--- src/rtl/pcc_capload_pkg.sv ---
package pcc_capload_pkg;
  localparam logic [9:0] LIT_CAP_OPCODE = 10'b1000001000;
  localparam int PERM_LOAD    = 0;
  localparam int PERM_STORE   = 1;
  localparam int PERM_EXEC    = 2;
  localparam int PERM_LOADCAP = 3;

  typedef enum logic [2:0] {
    FLT_NONE     = 3'd0,
    FLT_DISABLED = 3'd1,
    FLT_TAG      = 3'd2,
    FLT_SEAL     = 3'd3,
    FLT_PERM     = 3'd4,
    FLT_BOUNDS   = 3'd5
  } fault_e;

  typedef enum logic [2:0] {
    ST_IDLE, ST_CHECK, ST_REQ, ST_WAIT, ST_WB
  } ld_state_e;
endpackage

--- src/rtl/pcc_capload_decode.sv ---
module pcc_capload_decode
  import pcc_capload_pkg::*;
#(
  parameter int ADDR_W = 64,
  parameter int IMM_W  = 17,
  parameter int IDX_W  = 5,
  parameter int SHIFT  = 4
) (
  input  logic [31:0]       insn,
  output logic              match,
  output logic [IDX_W-1:0]  rd,
  output logic [ADDR_W-1:0] offset
);
  localparam int OPC_LSB = IMM_W + IDX_W;
  localparam int EXT_W   = ADDR_W - IMM_W - SHIFT;

  logic [IMM_W-1:0] imm;

  always_comb begin
    match  = (insn[31:OPC_LSB] == LIT_CAP_OPCODE);
    imm    = insn[OPC_LSB-1:IDX_W];
    rd     = insn[IDX_W-1:0];
    offset = {{EXT_W{imm[IMM_W-1]}}, imm, {SHIFT{1'b0}}};
  end
endmodule

--- src/rtl/pcc_capload_check.sv ---
module pcc_capload_check
  import pcc_capload_pkg::*;
#(
  parameter int ADDR_W    = 64,
  parameter int PERM_W    = 4,
  parameter int CAP_BYTES = 16
) (
  input  logic [ADDR_W-1:0] addr,
  input  logic [ADDR_W-1:0] base,
  input  logic [ADDR_W-1:0] top,
  input  logic [PERM_W-1:0] perms,
  input  logic              tag,
  input  logic              sealed,
  output fault_e            fault
);
  logic [ADDR_W:0] end_addr;
  logic            in_bounds;

  always_comb begin
    end_addr  = {1'b0, addr} + (ADDR_W+1)'(CAP_BYTES);
    in_bounds = (addr >= base) && (end_addr <= {1'b0, top});
    if (!tag)                    fault = FLT_TAG;
    else if (sealed)             fault = FLT_SEAL;
    else if (!perms[PERM_LOAD])  fault = FLT_PERM;
    else if (!in_bounds)         fault = FLT_BOUNDS;
    else                         fault = FLT_NONE;
  end
endmodule

--- src/rtl/pcc_capload_unit.sv ---
module pcc_capload_unit
  import pcc_capload_pkg::*;
#(
  parameter int ADDR_W   = 64,
  parameter int CAP_W    = 129,
  parameter int IMM_W    = 17,
  parameter int IDX_W    = 5,
  parameter int PERM_W   = 4,
  parameter int ALIGN_LG = 4
) (
  input  logic              clk,
  input  logic              rst,
  input  logic              issue_valid,
  input  logic [31:0]       issue_insn,
  input  logic              cap_en,
  input  logic [ADDR_W-1:0] pcc_addr,
  input  logic [ADDR_W-1:0] pcc_base,
  input  logic [ADDR_W-1:0] pcc_top,
  input  logic [PERM_W-1:0] pcc_perms,
  input  logic              pcc_tag,
  input  logic              pcc_sealed,
  output logic              mem_req,
  output logic [ADDR_W-1:0] mem_addr,
  input  logic              mem_rsp_valid,
  input  logic [CAP_W-1:0]  mem_rsp_data,
  output logic              rf_we,
  output logic [IDX_W-1:0]  rf_idx,
  output logic [CAP_W-1:0]  rf_data,
  output logic              fault_valid,
  output logic [2:0]        fault_code,
  output logic              busy
);
  localparam int CAP_BYTES = 1 << ALIGN_LG;
  localparam logic [ADDR_W-1:0] ALIGN_MASK = ~ADDR_W'(CAP_BYTES - 1);

  ld_state_e         state;
  logic [ADDR_W-1:0] addr_q, base_q, top_q;
  logic [PERM_W-1:0] perm_q;
  logic              tag_q, sealed_q;
  logic [IDX_W-1:0]  rd_q;

  logic              dec_match;
  logic [IDX_W-1:0]  dec_rd;
  logic [ADDR_W-1:0] dec_off;
  fault_e            chk_fault;

  pcc_capload_decode #(
    .ADDR_W(ADDR_W), .IMM_W(IMM_W), .IDX_W(IDX_W), .SHIFT(ALIGN_LG)
  ) u_decode (
    .insn(issue_insn), .match(dec_match), .rd(dec_rd), .offset(dec_off)
  );

  pcc_capload_check #(
    .ADDR_W(ADDR_W), .PERM_W(PERM_W), .CAP_BYTES(CAP_BYTES)
  ) u_check (
    .addr(addr_q), .base(base_q), .top(top_q), .perms(perm_q),
    .tag(tag_q), .sealed(sealed_q), .fault(chk_fault)
  );

  always_ff @(posedge clk) begin
    if (rst) begin
      state       <= ST_IDLE;
      addr_q      <= '0;
      base_q      <= '0;
      top_q       <= '0;
      perm_q      <= '0;
      tag_q       <= 1'b0;
      sealed_q    <= 1'b0;
      rd_q        <= '0;
      rf_we       <= 1'b0;
      rf_data     <= '0;
      fault_valid <= 1'b0;
      fault_code  <= FLT_NONE;
    end else begin
      rf_we       <= 1'b0;
      fault_valid <= 1'b0;
      case (state)
        ST_IDLE: begin
          if (issue_valid && dec_match) begin
            if (!cap_en) begin
              fault_valid <= 1'b1;
              fault_code  <= FLT_DISABLED;
            end else begin
              addr_q   <= (pcc_addr + dec_off) & ALIGN_MASK;
              base_q   <= pcc_base;
              top_q    <= pcc_top;
              perm_q   <= pcc_perms;
              tag_q    <= pcc_tag;
              sealed_q <= pcc_sealed;
              rd_q     <= dec_rd;
              state    <= ST_CHECK;
            end
          end
        end
        ST_CHECK: begin
          if (chk_fault != FLT_NONE) begin
            fault_valid <= 1'b1;
            fault_code  <= chk_fault;
            state       <= ST_IDLE;
          end else begin
            state <= ST_REQ;
          end
        end
        ST_REQ: state <= ST_WAIT;
        ST_WAIT: begin
          if (mem_rsp_valid) begin
            rf_data <= {mem_rsp_data[CAP_W-1] & perm_q[PERM_LOADCAP],
                        mem_rsp_data[CAP_W-2:0]};
            rf_we   <= 1'b1;
            state   <= ST_WB;
          end
        end
        ST_WB:   state <= ST_IDLE;
        default: state <= ST_IDLE;
      endcase
    end
  end

  assign mem_req  = (state == ST_REQ);
  assign mem_addr = addr_q;
  assign rf_idx   = rd_q;
  assign busy     = (state != ST_IDLE);

  AST_REQ_SINGLE_CYCLE: assert property (@(posedge clk) disable iff (rst)
    mem_req |=> !mem_req);
  AST_REQ_ALIGNED: assert property (@(posedge clk) disable iff (rst)
    mem_req |-> (mem_addr[ALIGN_LG-1:0] == '0));
  AST_FAULT_EXCLUSIVE: assert property (@(posedge clk) disable iff (rst)
    fault_valid |-> (!rf_we && !mem_req));
  AST_FAULT_PULSE: assert property (@(posedge clk) disable iff (rst)
    fault_valid |=> !fault_valid);
  AST_DISABLED_IDLE: assert property (@(posedge clk) disable iff (rst)
    (fault_valid && fault_code == FLT_DISABLED) |-> !busy);
  AST_TAG_SQUASH: assert property (@(posedge clk) disable iff (rst)
    (rf_we && !perm_q[PERM_LOADCAP]) |-> !rf_data[CAP_W-1]);
  AST_WRITE_PULSE: assert property (@(posedge clk) disable iff (rst)
    rf_we |=> !rf_we);
  AST_BUSY_ON_REQ: assert property (@(posedge clk) disable iff (rst)
    (mem_req || rf_we) |-> busy);
endmodule

--- config.mk ---
export PLATFORM = sky130hd
export DESIGN_NAME = pcc_capload_unit
export DESIGN_NICKNAME = d
export VERILOG_FILES = /design/src/rtl/pcc_capload_pkg.sv /design/src/rtl/pcc_capload_decode.sv /design/src/rtl/pcc_capload_check.sv /design/src/rtl/pcc_capload_unit.sv
export SDC_FILE = /design/constraint.sdc
export NUM_CORES = 1
export LEC_CHECK = 0
export BUFFER_PORTS_ARGS = -buffer_cell sky130_fd_sc_hd__buf_2
export CAP_MARGIN = 20
export CORE_UTILIZATION = 40
export DETAILED_ROUTE_END_ITERATION = 8
export GPL_ROUTABILITY_DRIVEN = 0
export MAX_ROUTING_LAYER = met4
export PLACE_DENSITY = 0.62
export REMOVE_ABC_BUFFERS = 1
export SYNTH_ARGS = -nofsm -noshare
export SYNTH_HDL_FRONTEND = slang
export SYNTH_HIERARCHICAL = 1
export SYNTH_SLANG_ARGS = --single-unit
--- constraint.sdc ---
create_clock -name clk -period 8.07 [get_ports clk]
set_input_delay 0.4035 -clock clk [delete_from_list [all_inputs] [get_ports clk]]
set_output_delay 0.4035 -clock clk [all_outputs]
set_load 0.02 [all_outputs]
---- After elaboration in Yosys (flattened, before gate mapping) ----
Cells that the tools add are included.
word-level totals
  register bits after elaboration ......... 336
  output and inout port bits .............. 205
cells by class
  $add $sub $neg .......................... 2
  magnitude comparators ................... 2
  equality and inequality tests ........... 9
  multiplexer cells ....................... 18
  bitwise gates (word level) .............. 2
  reduce and logical (&&, ||, !) cells .... 11
operators with widths
  operator                 count
  $add A64 B5 Y65 const B  1
  $le A65 B64 Y1           1
  $add A64 B64 Y64         1
  $ge A64 B64 Y1           1
  $mux W3                  10
  $pmux W3 S4              1
  $eq A10 B10 Y1 const B   1
  $ne A2 B2 Y1 const B     5
  $eq A3 B2 Y1 const B     2
  $pmux W3 S2              1
  $reduce_and A3 Y1        2
  $reduce_bool A3 Y1       2
  $mux W1                  4
  $reduce_and A4 Y1        1
  $eq A3 B1 Y1 const B     1
  $logic_not A3 Y1         1
  $logic_and A1 B1 Y1      2
  $mux W2                  1
  $pmux W1 S2              1
  $reduce_and A2 Y1        1
  $reduce_bool A2 Y1       1
  $reduce_or A2 Y1         1
  $and A1 B1 Y1            1
  $not A1 Y1               1

---- Depth between registers and ports, before layout ----
Gate-level depths: netlist (run 1).
  depth after elaboration ................. 10
  gate-level depth with buffers ........... 21

---- By module ----
Netlist (run 1), hierarchy kept.
by module, submodules not included
  module              times used  cells an instance  area each (µm²)  sequential area each (µm²)
  pcc_capload_unit    1           2012               15258.4          6726.5
  pcc_capload_check   1           612                4271.6           0.0
  pcc_capload_decode  1           73                 546.8            0.0

---- Worst setup path after synthesis (run 1) ----
No wires, ideal clock.
  path type ............................... reg2reg
  start point ............................. register addr_q[4] (netlist: mem_addr[4])
  end point ............................... register fault_code[0]
  setup time .............................. 0.131 ns
  arrival ................................. 4.267 ns
  data required time ...................... 7.939 ns
  slack ................................... 3.672 ns
  cell stages (with the launch flop) ...... 22
  path through ............................ dfxtp_1 ha_1 nand3_1 nor2_1 and3_1 buf_4 nand2_4 nor3_2 nand3_1 xnor2_1 ha_1 a21oi_1 o21ai_0 a211o_1 o221ai_1 o211ai_1 o22ai_1 a41oi_1 or3_1 a21oi_1 nor2b_1 nor3_1
between the ends
  cells in the longest elaborated chain, start to end .. 10
RTL lines
  what                                line                     text
  start, declared                     pcc_capload_unit.sv:37   logic [ADDR_W-1:0] addr_q, base_q, top_q;
  start signal, assigned              pcc_capload_unit.sv:84   addr_q <= (pcc_addr + dec_off) & ALIGN_MASK;
  $add A64 B5 Y65                     pcc_capload_check.sv:20  end_addr = {1'b0, addr} + (ADDR_W+1)'(CAP_BYTES);
  $le A65 B64 Y1                      pcc_capload_check.sv:21  in_bounds = (addr >= base) && (end_addr <= {1'b0, top});
  $logic_and A1 B1 Y1 *               pcc_capload_check.sv:21
  $mux W3 *                           pcc_capload_check.sv:25  else if (!in_bounds) fault = FLT_BOUNDS;
  $mux W3 *                           pcc_capload_check.sv:24  else if (!perms[PERM_LOAD]) fault = FLT_PERM;
  $mux W3 *                           pcc_capload_check.sv:23  else if (sealed) fault = FLT_SEAL;
  $mux W3 *                           pcc_capload_check.sv:22  if (!tag) fault = FLT_TAG;
  named net chk_fault[0]              pcc_capload_unit.sv:45   fault_e chk_fault;
  $reduce_bool A3 Y1                  pcc_capload_unit.sv:96   if (chk_fault != FLT_NONE) begin
  $ne A2 B2 Y1 (no source line)       n/a
  $reduce_and A4 Y1 (no source line)  n/a
  end signal, assigned                pcc_capload_unit.sv:98   fault_code <= chk_fault;
  end, declared                       pcc_capload_unit.sv:30   output logic [2:0] fault_code,
Mark *: on every way through the listed nets, which the timed path passes. The rest lies on a longest branch. The select of a mux whose other input is x is not followed.
A chain may end at the register's enable or synchronous reset.

---- Worst setup path after layout (run 1) ----
Ends and elaborated chain as after synthesis.

==> results of run 1 <==
cells in the final DEF (no fill, tap or decap), drive strengths merged, types with 9 or more instances in the layout:
cell type and instances:
a211oi 10, a21o 40, a21oi 430, a31oi 15, and2 13, and3 19
and4 13, buf 572, clkbuf 50, clkinv 18, conb 15, dfxtp 334
diode 25, ha 191, inv 153, nand2 716, nand3 84, nand4 48
nor2 63, nor3 30, o211ai 11, o21a 9, o21ai 74, or3 15
xnor2 69, xor2 29
stage by stage:
stage               instances  utilization (%)  setup slack, ps
floorplan                2491                -             2650
global placement         3727             46.2             2120
detailed placement       3727             46.2             1920
CTS                      3803             49.2             1900
global route             3828             49.3             1540
finish                   3828             49.3             1900
registers in the layout, summed over array words and instances, names as in the netlist:
| register | flops |
|---|---|
| rf_we | 1 |
| sealed_q | 1 |
| state | 3 |
| tag_q | 1 |
| perm_q | 2 |
| rf_data | 129 |
| mem_addr | 60 |
| base_q | 64 |
| fault_valid | 1 |
| fault_code | 3 |
| rf_idx | 5 |
| top_q | 64 |
path summary, 6_finish.rpt:
check                     from       endpoint  slack, ps  cells after the start
min reg2reg        rf_data[66]    rf_data[66]        450                      2
max reg2reg        mem_addr[4]  fault_code[0]       1900                     17
max                mem_addr[4]  fault_code[0]       1900                     17
min          mem_rsp_data[100]   rf_data[100]         70                      3
area by class of cell:
class                   instances  area [sq um]
diodes                         25          62.6
clock buffers                  50          1150
clock inverters                26           317
fillers                      5022         24900
inverters                     152           571
multi-input cells            2005         11700
flip-flops and latches        334          6690
well taps                     664           831
repair buffers                572          2920
power groups by stage:
stage	sequential, uW	clock [uW]	combinational (uW)
floorplan	1690	0	246
global placement	1690	0	437
detailed placement	1690	0	442
CTS	1650	2030	445
global route	1650	2080	498
finish	1650	1980	453
per-layer routing:
| metal | share of wire (%) | GRT usage, % | vias up |
|---|---|---|---|
| li1 | - | - | 9973 |
| met2 | 46 | 43.3 | 713 |
| met4 | 3.2 | 9.35 | 0 |
| met3 | 8.0 | 5.79 | 117 |
| met1 | 42 | 33.1 | 9473 |
| met5 | 0 | - | - |
critical path: cells and delay by family, from the launching register on:
family                   cells  cell delay, ps
AND/OR/NAND/NOR             12            3920
AO/OA/AOI/OAI                3            1130
adder cells (fa/ha/maj)      1             330
flip-flops                   1             470
XOR/XNOR                     1             150
==> qor.csv, run 1 <==
metric,value,unit
cp.arrival,6580,ps
cp_max_fo,9,
vias_per_cell,5.30,
syn_area,20000,sq um
status,"complete, no violations",
cts_tree,built,
fin_skew,25.3,ps
routedWlPerCell,18.0,microns
vias,20300,
die_w,226,microns
grt_max_degree,195,
rsz0062_at_grt,no,
syn_inst,2689,
fin_crit_sh,76.5,%
port_buffers,562,
endpoint_kind,flip-flop,
grt_pass1_wl,104000,microns
drt-total-wl,68800,microns
drt_iter0_drc,1365,
crit_chain,and4_1 -> and2b_1 -> and3_1 -> nand3_2 -> nor3_2 -> nand2_1 -> xnor2_1 -> ha_1 -> nand4_1 -> nor4_1 -> nand4_1 -> o22ai_1 -> a41oi_1 -> or3_1 -> a21oi_1 -> nor2b_1 -> nor3_1,
hold_buffers,0,
leakage,0.0103,uW
numClockSinks,334,
post_cts_resize_count,0,
finalSetupTns,0,ps
cts_setup_buffers,0,
htreeDepth,2,
clock_tree.root_cell,clkbuf_16,
antenna_found_initial,26,
crit_path_start_kind,flip-flop,
dr.pass1.iters,5,
clk_latency,570,ps
switching_share,25.8,%
worst_path_max_delay_cell,nor4_1,
vdd_drop_max,0.000139,V
die-area,50900,sq um
rows,81,
overflow,0,
p_per_area,168,nW/um^2
core_area,49200,sq um
pin_count,569,
clock_path_buffers,3,
fin_area,24200,sq um
place_hpwl,52800,microns
timing.critical_path.mode_cell,nand4_1,
track_usage,26.9,%
whs,67.4,ps
drc_errors,0,
avgSynthCellArea,7.44,sq um
hold_violations,0,
drtAntennaViolNets,0,
start_util,40.7,%
totalPowerFinal,4080,uW
final_max_slew_viol_count,0,
worst_pin_slew,1040,ps
final_nets,3661,
cp_data_required_time,8480,ps
finalSetupViolCount,0,
critPathKind,reg -> reg,
cts_made_buffers,41,
fin_crit,6170,ps
p_seq_share,40.4,%
yosysWarnings,6,
p_switching,1050,uW
fmax,0.162,GHz
cap_viol_max_count,0,
placed_area,22700,sq um
area_delta_synth_final,21.0,%
die_y,226,microns
max_slew_margin,30.9,%
max_stage_delay,680,ps
comb_power_share,11.1,%
grt_pass1_vias,19300,
drive_above_1_share,21.8,%
power_frac_clock,48.5,%
p_int,3030,uW
clk_pin_slew,60,ps
hold_path_class,in -> reg,
Note: power is estimated with default switching activity, not from simulation.
==> run 2: changes to the inputs <==
==> constraint.sdc (replaced) <==
create_clock -name clk -period 6.4 [get_ports clk]
set_input_delay 0.32 -clock clk [delete_from_list [all_inputs] [get_ports clk]]
set_output_delay 0.32 -clock clk [all_outputs]
set_load 0.02 [all_outputs]
==> run 2 against run 1 <==
Against the previous run:
- register-to-register slack got worse by 1500 ps
- critical path depth rose by 1
- hold slack got worse by 40 ps
- first-iteration DRC count rose by 11%
- routed wire length rose by 6.5%
- highest routed layer unchanged
==> qor.csv, run 2 (synthesis results as in run 1) <==
metric,value,unit,change
regMostFlops,rf_data,,unchanged
numClockSinks,334,,unchanged
drc_errors,0,,unchanged
rsz0062_at_grt,no,,unchanged
final_cell_mix,"715 x nand2_1, 561 x buf_2, 428 x a21oi_1",,unchanged
die_y,226,microns,unchanged
vias,21400,,was 20300
die-area,50900,sq um,unchanged
dp.cells,3733,,was 3727
reg.largest.list,"rf_data (129), base_q (64), top_q (64)",,unchanged
clock_path_buffers,3,,unchanged
drt_iter0_drc,1518,,was 1365
dp_slack,439,ps,was 1920 ps
clk_pin_slew,60,ps,about the same
leakage,0.0114,uW,was 0.0103 uW
vias_per_cell,5.25,,was 5.30
seq_area,6690,sq um,unchanged
area_delta_synth_final,33.9,%,was 21.0%
grt_max_degree,104,,was 195
final_max_slew_viol_count,0,,unchanged
max_slew_margin,35.2,%,was 30.9%
cp.arrival,6440,ps,was 6580 ps
clock_tree.root_cell,clkbuf_16,,unchanged
cts_tree,built,,unchanged
final_nets,3909,,was 3661
worst_pin_slew,972,ps,was 1040 ps
cap_viol_max_count,0,,unchanged
antenna_found_initial,16,,was 26
drtAntennaViolNets,0,,unchanged
grt_pass1_vias,20700,,was 19300
hold_path_class,in -> reg,,unchanged
overflow,0,,unchanged
grt_pass1_wl,112000,microns,was 104000 microns
fill_cells,4631,,was 5022
fin_skew,27.7,ps,was 25.3 ps
finalSetupTns,0,ps,unchanged
p_int,4140,uW,was 3030 uW
drt-total-wl,73300,microns,was 68800 microns
clk_latency,570,ps,about the same
fin_crit,6010,ps,was 6170 ps
endpoint_kind,flip-flop,,unchanged
post_cts_resize_count,0,,unchanged
vdd_drop_max,0.000239,V,was 0.000139 V
start_util,40.7,%,unchanged
die_w,226,microns,unchanged
totalPowerFinal,5500,uW,was 4080 uW
crit_path_start_kind,flip-flop,,unchanged
status,"complete, no violations",,unchanged
port_buffers,562,,unchanged
setup_ws,391,ps,was 1900 ps
largest_reg_flops,129,,unchanged
hold_violations,0,,unchanged
multi_input_area,11700,sq um,unchanged
switching_share,24.7,%,was 25.8%
place_hpwl,54800,microns,was 52800 microns
dr.pass1.iters,6,,was 5
cts_made_buffers,41,,unchanged
drive_above_1_share,20.5,%,was 21.8%
rows,81,,unchanged
cp_data_required_time,6830,ps,was 8480 ps
core_area,49200,sq um,unchanged
comb_power_share,12.7,%,was 11.1%
p_per_area,205,nW/um^2,was 168 nW/um^2
p_seq_share,37.8,%,was 40.4%
fmax,0.166,GHz,was 0.162 GHz
critPathKind,reg -> reg,,unchanged
track_usage,28.7,%,was 26.9%
final_common_cell,nand2_1,,unchanged
finalSetupViolCount,0,,unchanged
fin_crit_sh,93.9,%,was 76.5%
p_switching,1360,uW,was 1050 uW
htreeDepth,2,,unchanged
power_frac_clock,49.5,%,was 48.5%
routedWlPerCell,18.0,microns,about the same
cp_max_fo,7,,was 9
pin_count,569,,unchanged
instances_no_fill,4068,,was 3828
[run 2: changes by cell type in the layout (fill, tap and decap cells not counted), moves of 6 or more]
cell           previous run  this run
diode_2                  25        17
clkinv_4                  7         1
dlygate4sd3_1             0       241
buf_4                     8        16
bufinv_16                 5        11
[run 2: cell type report]
cell class,instances,area share [%]
diodes,17,0.159
clock buffers,50,4.29
clock inverters,26,1.65
inverters,152,2.13
multi-input cells,2005,43.6
flip-flops and latches,334,25.0
well taps,664,3.10
repair buffers,820,20.1
[run 2: power groups by stage]
stage,sequential [uW],clock [uW],combinational [uW]
final,2080,2720,696
after global placement,2130,0,554
after global routing,2080,2860,756
after detailed placement,2130,0,561
after CTS,2080,2780,682
after floorplan,2130,0,310
[run 2: worst paths after layout]
check	slack, ps	to	cells past startpoint	start
setup / recovery	390	fault_code[0]	18	mem_addr[4]
hold / removal	30	rf_data[99]	3	mem_rsp_data[99]
setup reg to reg	390	fault_code[0]	18	mem_addr[4]
hold reg to reg	450	rf_data[18]	2	rf_data[18]
[run 2: through the flow]
stage | hold slack (ps) | util, % | area (sq um)
6_report | 27.9 | 54.5 | 26800
5_1_grt | 11.5 | 54.5 | 26800
4_1_cts | 0.692 | 54.4 | 26700
3_5_place_dp | 443 | 46.2 | 22700
3_3_place_gp | 436 | 46.2 | 22700
2_1_floorplan | 389 | - | 18900
[run 2: per-layer routing]
layer  up-vias  track usage (%)  part of all wire (%)
li1      10400                -                     -
met3       147             4.96                   6.6
met5         -                -                     0
met4         0             10.3                   3.7
met2       773             47.5                    47
met1      9997             35.0                    42
[run 2: worst max-delay path, stage by stage, from the launching register on]
cell and delay [ps]:
dfxtp_1 440, ha_1 220, nand3_1 140, nor2_1 380, and3_1 480, nand2_4 140
nor3_4 350, nand3_1 140, xnor2_1 150, ha_1 300, nand4_1 150, nor4_1 650
nand4_1 420, o22ai_1 630, a41oi_1 250, or3_1 440, a21oi_1 340, nor2b_1 180
nor3_1 50
[run 2: timing repair]
item / CTS / global route
hold buffers: 241 / 0
buffers inserted: 0 / 0
endpoints found under the setup margin: 0 / 0
endpoints found under the hold margin: 241 / 0
==> run 3: changes to the inputs <==
--- a/config.mk
+++ b/config.mk
@@ -5,13 +5,14 @@
 export SDC_FILE = /design/constraint.sdc
 export NUM_CORES = 1
 export LEC_CHECK = 0
+export ABC_AREA = 1
 export BUFFER_PORTS_ARGS = -buffer_cell sky130_fd_sc_hd__buf_2
 export CAP_MARGIN = 20
 export CORE_UTILIZATION = 40
 export DETAILED_ROUTE_END_ITERATION = 8
 export GPL_ROUTABILITY_DRIVEN = 0
 export MAX_ROUTING_LAYER = met4
-export PLACE_DENSITY = 0.62
+export PLACE_DENSITY = 0.61
 export REMOVE_ABC_BUFFERS = 1
 export SYNTH_ARGS = -nofsm -noshare
 export SYNTH_HDL_FRONTEND = slang
==> run 3 against run 2 <==
Against the previous run:
- synthesized cell count increased by 42%
- sequential cell count unchanged
- hold slack improved by 0.59 ps
- sequential power about the same
- power decreased by 5.8%
- cell count increased by 30%
- register-to-register slack improved by 1100 ps
- first-iteration DRC count increased by 5.9%
- clock-buffer cell count increased by 6
- worst setup slack improved by 1100 ps
- global-route usage decreased by 0.78 points
- non-clock buffer count decreased by 16
- critical endpoint unchanged
==> qor.csv, run 3 <==
metric,value,unit,change
comb_power_share,16.2,%,was 12.7%
p_per_area,173,nW/um^2,was 205 nW/um^2
p_int,3730,uW,was 4140 uW
cp_data_required_time,6880,ps,was 6830 ps
die-area,59900,sq um,was 50900 sq um
critPathKind,reg -> reg,,unchanged
drtAntennaViolNets,0,,unchanged
syn_area,23600,sq um,was 20000 sq um
area_delta_synth_final,27.3,%,was 33.9%
cap_viol_max_count,0,,unchanged
vias,25000,,was 21400
grt_pass1_vias,23200,,was 20700
drt-total-wl,84700,microns,was 73300 microns
vias_per_cell,4.71,,was 5.25
die_y,245,microns,was 226 microns
post_cts_resize_count,0,,unchanged
worst_pin_slew,1040,ps,was 972 ps
max_slew_margin,30.5,%,was 35.2%
crit_path_start_kind,flip-flop,,unchanged
power_frac_clock,43.6,%,was 49.5%
finalSetupViolCount,0,,unchanged
reg.largest.list,"rf_data (129), base_q (64), top_q (64)",,unchanged
cts_made_buffers,40,,was 41
utilization,51.8,%,was 54.5%
drt_iter0_drc,1608,,was 1518
port_buffers,562,,unchanged
endpoint_kind,flip-flop,,unchanged
cp_max_fo,7,,unchanged
leakage,0.0160,uW,was 0.0114 uW
clk_pin_slew,60,ps,about the same
switching_share,28.1,%,was 24.7%
fin_crit_sh,76.3,%,was 93.9%
numClockSinks,334,,unchanged
fill_cells,6075,,was 4631
status,"complete, no violations",,unchanged
p_seq_share,40.2,%,was 37.8%
multi_input_area,13400,sq um,was 11700 sq um
hold_buffers,233,,was 241
routedWlPerCell,16.0,microns,was 18.0 microns
final_cell_mix,"1112 x nand2_1, 630 x inv_1, 579 x nor2_1",,"was 715 x nand2_1, 561 x buf_2, 428 x a21oi_1"
start_util,40.7,%,about the same
seq_area,6690,sq um,unchanged
place_hpwl,65300,microns,was 54800 microns
clk_latency,580,ps,was 570 ps
syn_inst,3822,,was 2689
dr.pass1.iters,5,,was 6
drc_errors,0,,unchanged
p_switching,1450,uW,was 1360 uW
grt_pass1_wl,127000,microns,was 112000 microns
final_common_cell,nand2_1,,unchanged
yosysWarnings,6,,unchanged
htreeDepth,2,,unchanged
avgSynthCellArea,6.16,sq um,was 7.44 sq um
track_usage,28.0,%,was 28.7%
clock_tree.root_cell,clkbuf_16,,unchanged
cts_setup_buffers,0,,unchanged
regMostFlops,rf_data,,unchanged
fin_crit,4880,ps,was 6010 ps
rsz0062_at_grt,no,,unchanged
hold_path_class,in -> reg,,unchanged
clock_path_buffers,3,,unchanged
cts_tree,built,,unchanged
core_area,57900,sq um,was 49200 sq um
fmax,0.205,GHz,was 0.166 GHz
cp.arrival,5370,ps,was 6440 ps
final_nets,5055,,was 3909
fin_skew,22.7,ps,was 27.7 ps
hold_violations,0,,unchanged
largest_reg_flops,129,,unchanged
pin_count,569,,unchanged
vdd_drop_max,0.000184,V,was 0.000239 V
grt_max_degree,166,,was 104
drive_above_1_share,15.8,%,was 20.5%
overflow,0,,unchanged
antenna_found_initial,3,,was 16
final_max_slew_viol_count,0,,unchanged
die_w,245,microns,was 226 microns
rows,88,,was 81
finalSetupTns,0,ps,unchanged
run 3: final timing paths:
kind | to | from | depth (start not counted) | slack (ps)
worst min-delay path | base_q[25] | pcc_base[25] | 3 | 30
worst max-delay path | fault_code[0] | mem_addr[6] | 24 | 1520
worst max register to register | fault_code[0] | mem_addr[6] | 24 | 1520
worst min register to register | rf_data[115] | rf_data[115] | 2 | 460
run 3: metal layers:
metal  vias up  part of all wire, %  global-route usage [%]
met1     11100                   47                    37.6
met3       154                  5.8                    3.54
met5         -                    0                       -
met2       742                   44                    43.1
met4         0                  3.3                    9.49
li1      13000                    -                       -
run 3: layout make-up:
cell class,count,area share (%)
Antenna cell,4,0.0334
Clock buffer,56,3.81
Clock inverter,12,0.513
Inverter,642,8.06
Multi-Input combinational cell,2678,44.7
Sequential cell,334,22.3
Tap cell,765,3.19
Timing Repair Buffer,804,17.4
run 3: critical path, cell delays in order, from the launching register on:
cell,delay (ps)
dfxtp_1,490
nand3_1,250
inv_1,100
nand2_1,120
nor2_1,270
nand3_1,190
nor3_1,340
nand2_1,120
xor2_1,170
ha_1,290
inv_1,40
nor3_1,330
nand2_1,120
nor3_1,180
nand4_1,110
nor2_1,180
nand2_1,80
nand2_1,120
nand2_1,60
nand2_1,70
a21oi_1,80
or3_1,410
a32oi_1,360
nor3_1,100
a211oi_1,210
run 3: power by group through the flow:
stage | registers, uW | logic, uW | clock network [uW]
2_1_floorplan | 2130 | 414 | 0
3_3_place_gp | 2130 | 706 | 0
3_5_place_dp | 2130 | 708 | 0
4_1_cts | 2080 | 830 | 2300
5_1_grt | 2080 | 928 | 2390
6_report | 2080 | 841 | 2260
run 3: stage by stage:
step	cells	power, uW	instance area (sq um)	setup WS (ps)	hold slack (ps)
after global placement	4990	2830	26300	1700	449
after global routing	5294	5390	30000	1060	23.0
after CTS	5291	5210	30000	1670	0.0169
after floorplan	3654	2540	22500	778	389
after detailed placement	4990	2830	26300	1670	452
final	5295	5180	30000	1520	28.5
